===== src/rtl/pwr_trig_pkg.sv =====
package pwr_trig_pkg;
  localparam int unsigned NTRIG = 25;
  localparam int unsigned IDW   = $clog2(NTRIG);
  localparam int unsigned STW   = 3;

  typedef enum logic [STW-1:0] {
    PS_STANDBY = 3'd0,
    PS_ACTIVE  = 3'd1,
    PS_MCU     = 3'd2,
    PS_RETAIN  = 3'd3,
    PS_SAFE    = 3'd4,
    PS_LPSTBY  = 3'd5
  } pstate_e;

  typedef enum logic {PH_IDLE = 1'b0, PH_BUSY = 1'b1} phase_e;

  // Is trigger id allowed to compete in state s
  function automatic logic trig_valid(input int id, input pstate_e s);
    logic op4, am;
    op4 = (s == PS_STANDBY) || (s == PS_ACTIVE) || (s == PS_MCU) || (s == PS_RETAIN);
    am  = (s == PS_ACTIVE) || (s == PS_MCU);
    case (id)
      0, 1, 2, 4, 15, 16, 17, 18, 19: return op4;
      5, 6, 7, 10, 13, 14:            return s == PS_ACTIVE;
      8, 9:                           return s == PS_MCU;
      11, 12, 21, 22, 24:             return am;
      20:                             return am || (s == PS_RETAIN);
      23:                             return am || (s == PS_STANDBY);
      default:                        return 1'b0;
    endcase
  endfunction

  function automatic pstate_e trig_dest(input int id, input pstate_e s);
    case (id)
      0, 1, 2:         return PS_SAFE;
      4:               return PS_STANDBY;
      10, 18, 19, 20:  return PS_MCU;
      15, 16, 17:      return PS_ACTIVE;
      21, 22:          return PS_RETAIN;
      23:              return PS_LPSTBY;
      default:         return s;
    endcase
  endfunction

  function automatic logic trig_reent(input int id);
    return (id >= 5 && id <= 9) || id == 11 || id == 12;
  endfunction

  // function-only triggers: no state change, always run
  function automatic logic trig_keeps(input int id);
    return (id >= 11 && id <= 14) || id == 24;
  endfunction

  function automatic logic trig_imm(input int id);
    return id <= 2;
  endfunction
endpackage


===== src/rtl/ptc_edge_pend.sv =====
module ptc_edge_pend #(
  parameter int unsigned N = 25,
  parameter logic [N-1:0] EDGE_MASK = '0
) (
  input  logic         clk,
  input  logic         rst_n,
  input  logic [N-1:0] trig,
  input  logic [N-1:0] clr,
  output logic [N-1:0] req
);
  for (genvar i = 0; i < N; i++) begin : g_bit
    if (EDGE_MASK[i]) begin : g_edge
      logic prev_q, pend_q, pend_d;
      always_comb pend_d = (pend_q & ~clr[i]) | (trig[i] & ~prev_q);
      always_ff @(posedge clk or negedge rst_n) begin
        if (!rst_n) begin
          prev_q <= 1'b0;
          pend_q <= 1'b0;
        end else begin
          prev_q <= trig[i];
          pend_q <= pend_d;
        end
      end
      assign req[i] = pend_q;
    end else begin : g_level
      assign req[i] = trig[i];
    end
  end
endmodule


===== src/rtl/ptc_arbiter.sv =====
module ptc_arbiter
  import pwr_trig_pkg::*;
#(
  parameter int unsigned N = 25,
  parameter int unsigned W = 5
) (
  input  pstate_e      cur,
  input  logic [N-1:0] req,
  output logic [N-1:0] allowed,
  output logic         win_vld,
  output logic [W-1:0] win_id
);
  for (genvar i = 0; i < N; i++) begin : g_allow
    assign allowed[i] = trig_valid(i, cur);
  end

  always_comb begin
    win_vld = 1'b0;
    win_id  = '0;
    for (int i = N - 1; i >= 0; i--) begin
      if (req[i] && allowed[i]) begin
        win_vld = 1'b1;
        win_id  = W'(i);
      end
    end
  end
endmodule


===== src/rtl/pwr_trig_ctrl.sv =====
module pwr_trig_ctrl
  import pwr_trig_pkg::*;
#(
  parameter int unsigned NUM_TRIG = NTRIG,
  parameter logic [NUM_TRIG-1:0] EDGE_MASK = 25'h1F96000
) (
  input  logic                         clk,
  input  logic                         rst_n,
  input  logic [NUM_TRIG-1:0]          trig_in,
  input  logic                         seq_done,
  output logic                         seq_start,
  output logic [$clog2(NUM_TRIG)-1:0]  seq_id,
  output logic [STW-1:0]               pwr_state
);
  localparam int unsigned W = $clog2(NUM_TRIG);

  pstate_e state_q, state_d, win_dest;
  phase_e  phase_q, phase_d;
  logic    start_q, start_d;
  logic [W-1:0] id_q, id_d, win_id;
  logic [NUM_TRIG-1:0] req, allowed, clr;
  logic win_vld, win_supp, win_imm, seq_busy;

  ptc_edge_pend #(.N(NUM_TRIG), .EDGE_MASK(EDGE_MASK)) u_pend (
    .clk(clk), .rst_n(rst_n), .trig(trig_in), .clr(clr), .req(req)
  );

  ptc_arbiter #(.N(NUM_TRIG), .W(W)) u_arb (
    .cur(state_q), .req(req), .allowed(allowed),
    .win_vld(win_vld), .win_id(win_id)
  );

  always_comb begin
    win_dest = trig_dest(int'(win_id), state_q);
    win_imm  = trig_imm(int'(win_id));
    win_supp = !trig_reent(int'(win_id)) && !trig_keeps(int'(win_id))
               && (win_dest == state_q);
  end

  always_comb begin
    state_d = state_q;
    phase_d = phase_q;
    start_d = 1'b0;
    id_d    = id_q;
    clr     = '0;
    if (phase_q == PH_IDLE) begin
      clr = ~allowed;                // drop edges not valid here
      if (win_vld) begin
        clr[win_id] = 1'b1;
        if (!win_supp) begin
          start_d = 1'b1;
          id_d    = win_id;
          state_d = win_dest;
          phase_d = PH_BUSY;
        end
      end
    end else begin
      if (win_vld && win_imm) begin  // preempt running sequence
        clr[win_id] = 1'b1;
        start_d = 1'b1;
        id_d    = win_id;
        state_d = win_dest;
      end else if (seq_done) begin
        phase_d = PH_IDLE;
      end
    end
  end

  always_ff @(posedge clk or negedge rst_n) begin
    if (!rst_n) begin
      state_q <= PS_STANDBY;
      phase_q <= PH_IDLE;
      start_q <= 1'b0;
      id_q    <= '0;
    end else begin
      state_q <= state_d;
      phase_q <= phase_d;
      start_q <= start_d;
      if (start_d) id_q <= id_d;
    end
  end

  assign seq_busy  = (phase_q == PH_BUSY);
  assign seq_start = start_q;
  assign seq_id    = id_q;
  assign pwr_state = state_q;
endmodule


===== config.mk =====
export PLATFORM = sky130hd
export DESIGN_NAME = pwr_trig_ctrl
export DESIGN_NICKNAME = d
export VERILOG_FILES = /design/src/rtl/pwr_trig_pkg.sv /design/src/rtl/ptc_edge_pend.sv /design/src/rtl/ptc_arbiter.sv /design/src/rtl/pwr_trig_ctrl.sv
export SDC_FILE = /design/constraint.sdc
export NUM_CORES = 1
export LEC_CHECK = 0
export BUFFER_PORTS_ARGS = -buffer_cell sky130_fd_sc_hd__buf_2
export CORE_UTILIZATION = 50
export CTS_CLUSTER_SIZE = 25
export DETAILED_ROUTE_END_ITERATION = 16
export GPL_TIMING_DRIVEN = 0
export PLACE_DENSITY_LB_ADDON = 0.1
export SLEW_MARGIN = 25
export SYNTH_ARGS = -nofsm -noshare
export SYNTH_HDL_FRONTEND = slang
export SYNTH_HIERARCHICAL = 1
export SYNTH_SLANG_ARGS = --single-unit

===== constraint.sdc =====
create_clock -name clk -period 8.05 [get_ports clk]
set_input_delay 0.4025 -clock clk [delete_from_list [all_inputs] [get_ports clk]]
set_output_delay 0.4025 -clock clk [all_outputs]
set_load 0.005 [all_outputs]

---- After elaboration in Yosys (flattened, before gate mapping) ----
Cells that the tools add are included.
word-level totals
  flip-flop bits (word level) ............. 28
  bits in latches ......................... 0
  memory bits (writable) .................. 0
  bits in read-only memories .............. 0
  input port bits ......................... 28
  output and inout port bits .............. 9
  word-level logic and storage cells ...... 217
  memories kept ........................... 0
operators by class
  add/sub/neg operators ................... 0
  multipliers ............................. 0
  divide/modulo/power cells ............... 0
  magnitude comparators ................... 7
  equal/unequal tests ..................... 22
  shifts and indexed selects .............. 0
  multiplexer cells ....................... 69
  bitwise operators ....................... 47
  reduce and logical (&&, ||, !) cells .... 50
operators by type and width
  kind                count
  $mux 5              28
  $mux 25             3
  $eq 5x5->1 const B  10
  $mux 1              32
  $logic_and 1x1->1   30
  $not 25->25         1
  $or 25x25->25       1
  $and 1x1->1         18
  $not 1->1           18
  $pmux 3 s6          1
  $eq 5x4->1 const B  3
  $mux 3              4
  $le 5x4->1 const B  2
  $logic_or 1x1->1    9
  $or 1x1->1          9
  $eq 3x2->1 const B  2
  $lt 5x6->1 const B  1
  $reduce_or 3->1     2
  $demux 1 s5         1
  $eq 5x1->1 const B  1
  $eq 5x2->1 const B  1
  $eq 5x3->1 const B  1
  $ge 5x1->1 const B  1
  $ge 5x3->1 const B  1
  other kinds (14)    15

---- Logic depth before layout (Yosys ltp) ----
  depth in word-level cells ............... 38
  gate-level depth with buffers ........... 14
  depth with buffers taken out ............ 11

---- Cells and area by module ----
Netlist, hierarchy kept.
modules (own cells, without submodules)
  module         times used  cells each  area an instance (um^2)  sequential area each (um^2)
  pwr_trig_ctrl  1           163         1186.1                   250.2
  ptc_edge_pend  1           70          818.3                    450.4
  ptc_arbiter    1           105         732.0                    0.0

---- Least setup slack after synthesis ----
No wires, ideal clock.
  path kind ............................... register -> register
  from .................................... register state_q[1] (netlist: pwr_state[1])
  to ...................................... register state_q[2] (netlist: pwr_state[2])
  setup time .............................. 0.125 ns
  data arrival time ....................... 3.089 ns
  data required time ...................... 7.925 ns
  slack ................................... 4.836 ns
  cell stages (with the launch flop) ...... 12
  buffers on the path ..................... 2
  clock period less this slack ............ 3.214 ns
  path through ............................ dfrtp_1 > buf_4 > nor3b_1 > o21a_1 > nor4_2 > a21oi_1 > buf_4 > o22ai_1 > a221oi_2 > nor3_2 > a41oi_4 > mux2_4
on the way
  word-level cells in the longest chain between the ends .. 36
  elaborated cells on any way between the ends .. 128
  those cells by class .................... order compare: 5; eq/ne: 22; mux: 53; reduce/logical: 48
RTL lines
  element                                                          RTL line             RTL
  start: declaration                                               pwr_trig_ctrl.sv:17  pstate_e state_q, state_d, win_dest;
  start signal: assignment                                         pwr_trig_ctrl.sv:76  state_q <= state_d;
  $eq 3x2->1 (*)                                                   pwr_trig_pkg.sv:25   8, 9: return s == PS_MCU;
  named net allowed[8]                                             pwr_trig_ctrl.sv:21  logic [NUM_TRIG-1:0] req, allowed, clr;
  parallel branches: the longest is 35 deep, another holds $mux 5  -
Mark *: on every way through the listed nets, which the timed path passes. The select of a mux whose other input is x is not followed.
A chain may end at the register's enable or synchronous reset.

---- Worst setup path after layout ----
  from .................................... register state_q[1] (netlist: pwr_state[1])
  to ...................................... register id_q[3] (netlist: seq_id[3])
on the way
  word-level cells in the longest chain between the ends .. 38
  elaborated cells on any way between the ends .. 132
  those cells by class .................... order compare: 5; eq/ne: 22; mux: 57; reduce/logical: 48
RTL lines
  element                                                          RTL line             RTL
  parallel branches: the longest is 36 deep, another holds $mux 5  -
  $mux 1 (*)                                                       pwr_trig_ctrl.sv:46  if (phase_q == PH_IDLE) begin
  named net start_d                                                pwr_trig_ctrl.sv:19  logic start_q, start_d;
  $reduce_and 4->1 (no source line) (*)                            -
  end signal: assignment                                           pwr_trig_ctrl.sv:79  if (start_d) id_q <= id_d;
  end: declaration                                                 pwr_trig_ctrl.sv:20  logic [W-1:0] id_q, id_d, win_id;
Marked as above.

==> impl_metrics.csv <==
group,metric,value,unit
cts,count_of_hold_buffers_inserted_by_post_cts_repair,0,
placement,place.gp.congestion,0.930,
run_status,outcome,"completed",
timing,final.hold.worst_slack,0.135,ns
timing,hold_viol_final,0,
yosys,synth.cell_area,0.00249,mm²
cts,numCtsBuffers,3,
power,power.ir.vdd_worst,0.000199,V
final_layout,finished_core_util,57.7,%
final_layout,syn_to_final_growth,10.3,%
global_route,grt_pass1_vias,1902,
worst_setup_path,critPathMaxFanout,14,
cts,post_cts_resized,0,
drt,drt_pass1_iterations,4,
final_layout,post_route_cells_drive_above_1_share,30.5,%
cts,cts_tree,"done",
drt,postRouteAntennaNets,0,
floorplan,row_count,25,
worst_setup_path,slowest_stage,"sky130_fd_sc_hd__dfrtp_1",
yosys,synth.net_count,325,
placement,post-dp-hpwl,4070,µm
cts,cts.root.buffer_cell,"sky130_fd_sc_hd__clkbuf_8",
worst_setup_path,worst-setup-path-type,"flop to flop",
floorplan,io_pins,37,
floorplan,die_height,72.6,µm
timing,achievable-frequency,0.265,GHz
yosys,syn-instance-count,297,
drt,vias_per_cell,5.49,
power,power_density,439,mW/mm²
cts,clkSlewWorstSetupHoldPaths,0.10,ns
timing,fin_crit_share,46.8,%
worst_setup_path,cp_max_stage_delay,0.68,ns
yosys,synth_warnings,6,
cts,cts.repair_timing.setup_buffer_count,0,
cts,max-clock-path-buffers,2,
worst_setup_path,worstPathCellList,"buf_4 -> nand3b_1 -> a21oi_1 -> a2111oi_0 -> o21ai_1 -> nand2_1 -> a21oi_1 -> o32ai_1 -> nor3_2 -> a41oi_4 -> mux2_4",
floorplan,die_w,72.6,µm
drt,detail_route.wirelength,5460,µm
yosys,post_synth.cell_area_avg,8.38,µm²
worst_setup_path,cp.required,8.22,ns
global_route,global_route_wire_length_before_repair,9200,µm
final_layout,antenna_cells,0,
timing,setup-violations-final,0,
placement,place.port_buffers,20,
worst_setup_path,critPathMostFrequentCell,"sky130_fd_sc_hd__a21oi_1",
cts,clkSinkCount,28,
global_route,gr-total-overflow,0,
global_route,globalRouteTotalUtil,22.2,%
timing,timing_max_transition_violations_final,0,
timing,grt_setup_unrepaired,"false",
worst_setup_path,critical_path.endpoint_type,"flop",
final_layout,final_nets,350,
worst_setup_path,critical_path.startpoint_type,"flop",
floorplan,core,0.00475,mm²
timing,setup_tns,0,ns
cts,h-tree-depth,1,
worst_hold_path,hp-class,"primary input to async pin",
drt,vias,2132,
flow_run,max_cap_viol_count,0,
power,p_leak,1.25,nW
timing,period_needed,3.77,ns
global_route,antenna_found_initial,0,
cts,clock_latency_on_the_worst_skew_pair,0.27,ns
floorplan,start_util,52.3,%
floorplan,floorplan.die_area,0.00526,mm²
drt,drc,0,
worst_setup_path,worst-endpoint-arrival,3.94,ns
timing,max-slew-margin-rel,58.5,%
drt,wl_per_cell,14.1,µm
timing,clock_skew,0.00527,ns
timing,tightest_slew,0.622,ns
drt,first_iter_violations,217,
global_route,grt_start_max_net_pins,29,
-- path summary, 6_finish.rpt --
| path | slack, ns | start | to | cells after the start |
|---|---|---|---|---|
| max | 4.28 | pwr_state[1]$_DFFE_PN0P_ | seq_id[3]$_DFFE_PN0P_ | 11 |
| max reg2reg | 4.28 | pwr_state[1]$_DFFE_PN0P_ | seq_id[3]$_DFFE_PN0P_ | 11 |
| min reg2reg | 0.43 | u_pend/g_bit[19].g_edge.prev_q$_DFF_PN0_ | u_pend/g_bit[19].g_edge.pend_q$_DFF_PN0_ | 1 |
| max in group asynchronous | 7.51 | rst_n | u_pend/g_bit[20].g_edge.prev_q$_DFF_PN0_ | 1 |
| min | 0.14 | rst_n | u_pend/g_bit[13].g_edge.prev_q$_DFF_PN0_ | 1 |
| min in group clk | 0.24 | trig_in[24] | u_pend/g_bit[24].g_edge.prev_q$_DFF_PN0_ | 1 |
-- critical path, delay by kind of cell (launching register included) --
family,cells,cell delay [ns]
compound gates,6,1.77
flops,1,0.68
simple gates,3,0.59
mux,1,0.35
buf+inv,1,0.26
-- through the flow --
stage,cell area (µm²),instances,power [mW],setup slack (ns)
after floorplan,2490,297,0.926,4.91
after global placement,2670,384,1.08,4.40
after detailed placement,2670,384,1.09,4.38
after CTS,2740,388,1.20,4.34
after global routing,2740,388,1.31,3.99
final,2740,388,1.20,4.28
-- placed cells by master, fill, tap and decap left out, types with 3 or more instances in the layout --
cell                        n
sky130_fd_sc_hd__o22ai_1    8
sky130_fd_sc_hd__nor3_1     5
sky130_fd_sc_hd__o21ai_0   13
sky130_fd_sc_hd__clkbuf_8   3
sky130_fd_sc_hd__clkbuf_1   5
sky130_fd_sc_hd__nor2b_1    3
sky130_fd_sc_hd__o21a_1     3
sky130_fd_sc_hd__a21o_1     4
sky130_fd_sc_hd__o211ai_1   3
sky130_fd_sc_hd__a21oi_1   20
sky130_fd_sc_hd__o32ai_1    3
sky130_fd_sc_hd__inv_1     29
sky130_fd_sc_hd__nand2b_1   6
sky130_fd_sc_hd__dfrtp_1   28
sky130_fd_sc_hd__o22ai_2    9
sky130_fd_sc_hd__buf_2     28
sky130_fd_sc_hd__o21ai_1    6
sky130_fd_sc_hd__nand3_1    7
sky130_fd_sc_hd__buf_4     34
sky130_fd_sc_hd__nor4_1     3
sky130_fd_sc_hd__nand3b_1   3
sky130_fd_sc_hd__nor2_1    14
sky130_fd_sc_hd__mux2_4     6
sky130_fd_sc_hd__nand2_1   18
sky130_fd_sc_hd__a221oi_2   3
-- layer usage --
layer	vias up	wire, µm	track usage (%)
met2	55	2460	33.9
li1	1083	-	-
met4	0	28	4.58
met5	-	0	0
met3	2	225	1.67
met1	992	2750	34.2
-- where the power goes --
group	internal, mW	switching, mW
registers	0.187	0.0296
clock network	0.0666	0.0432
logic	0.401	0.478
-- cell type report --
cell class                 instances  area, µm²
clock buffer                       3       41.3
tap                               67       83.8
inverter                          32        120
sequential                        28        701
multi-input combinational        187       1340
timing repair buffer              20        100
clock inverter                     1       30.0
buffer                            50        333
fill                             436       2010
-- registers in the layout, summed over array words and instances (netlist names) --
name	cells
seq_id	5
phase_q	1
u_pend/g_bit.g_edge.prev_q	9
pwr_state	3
seq_start	1
u_pend/g_bit.g_edge.pend_q	9
Note: power is estimated with default switching activity, not from simulation.
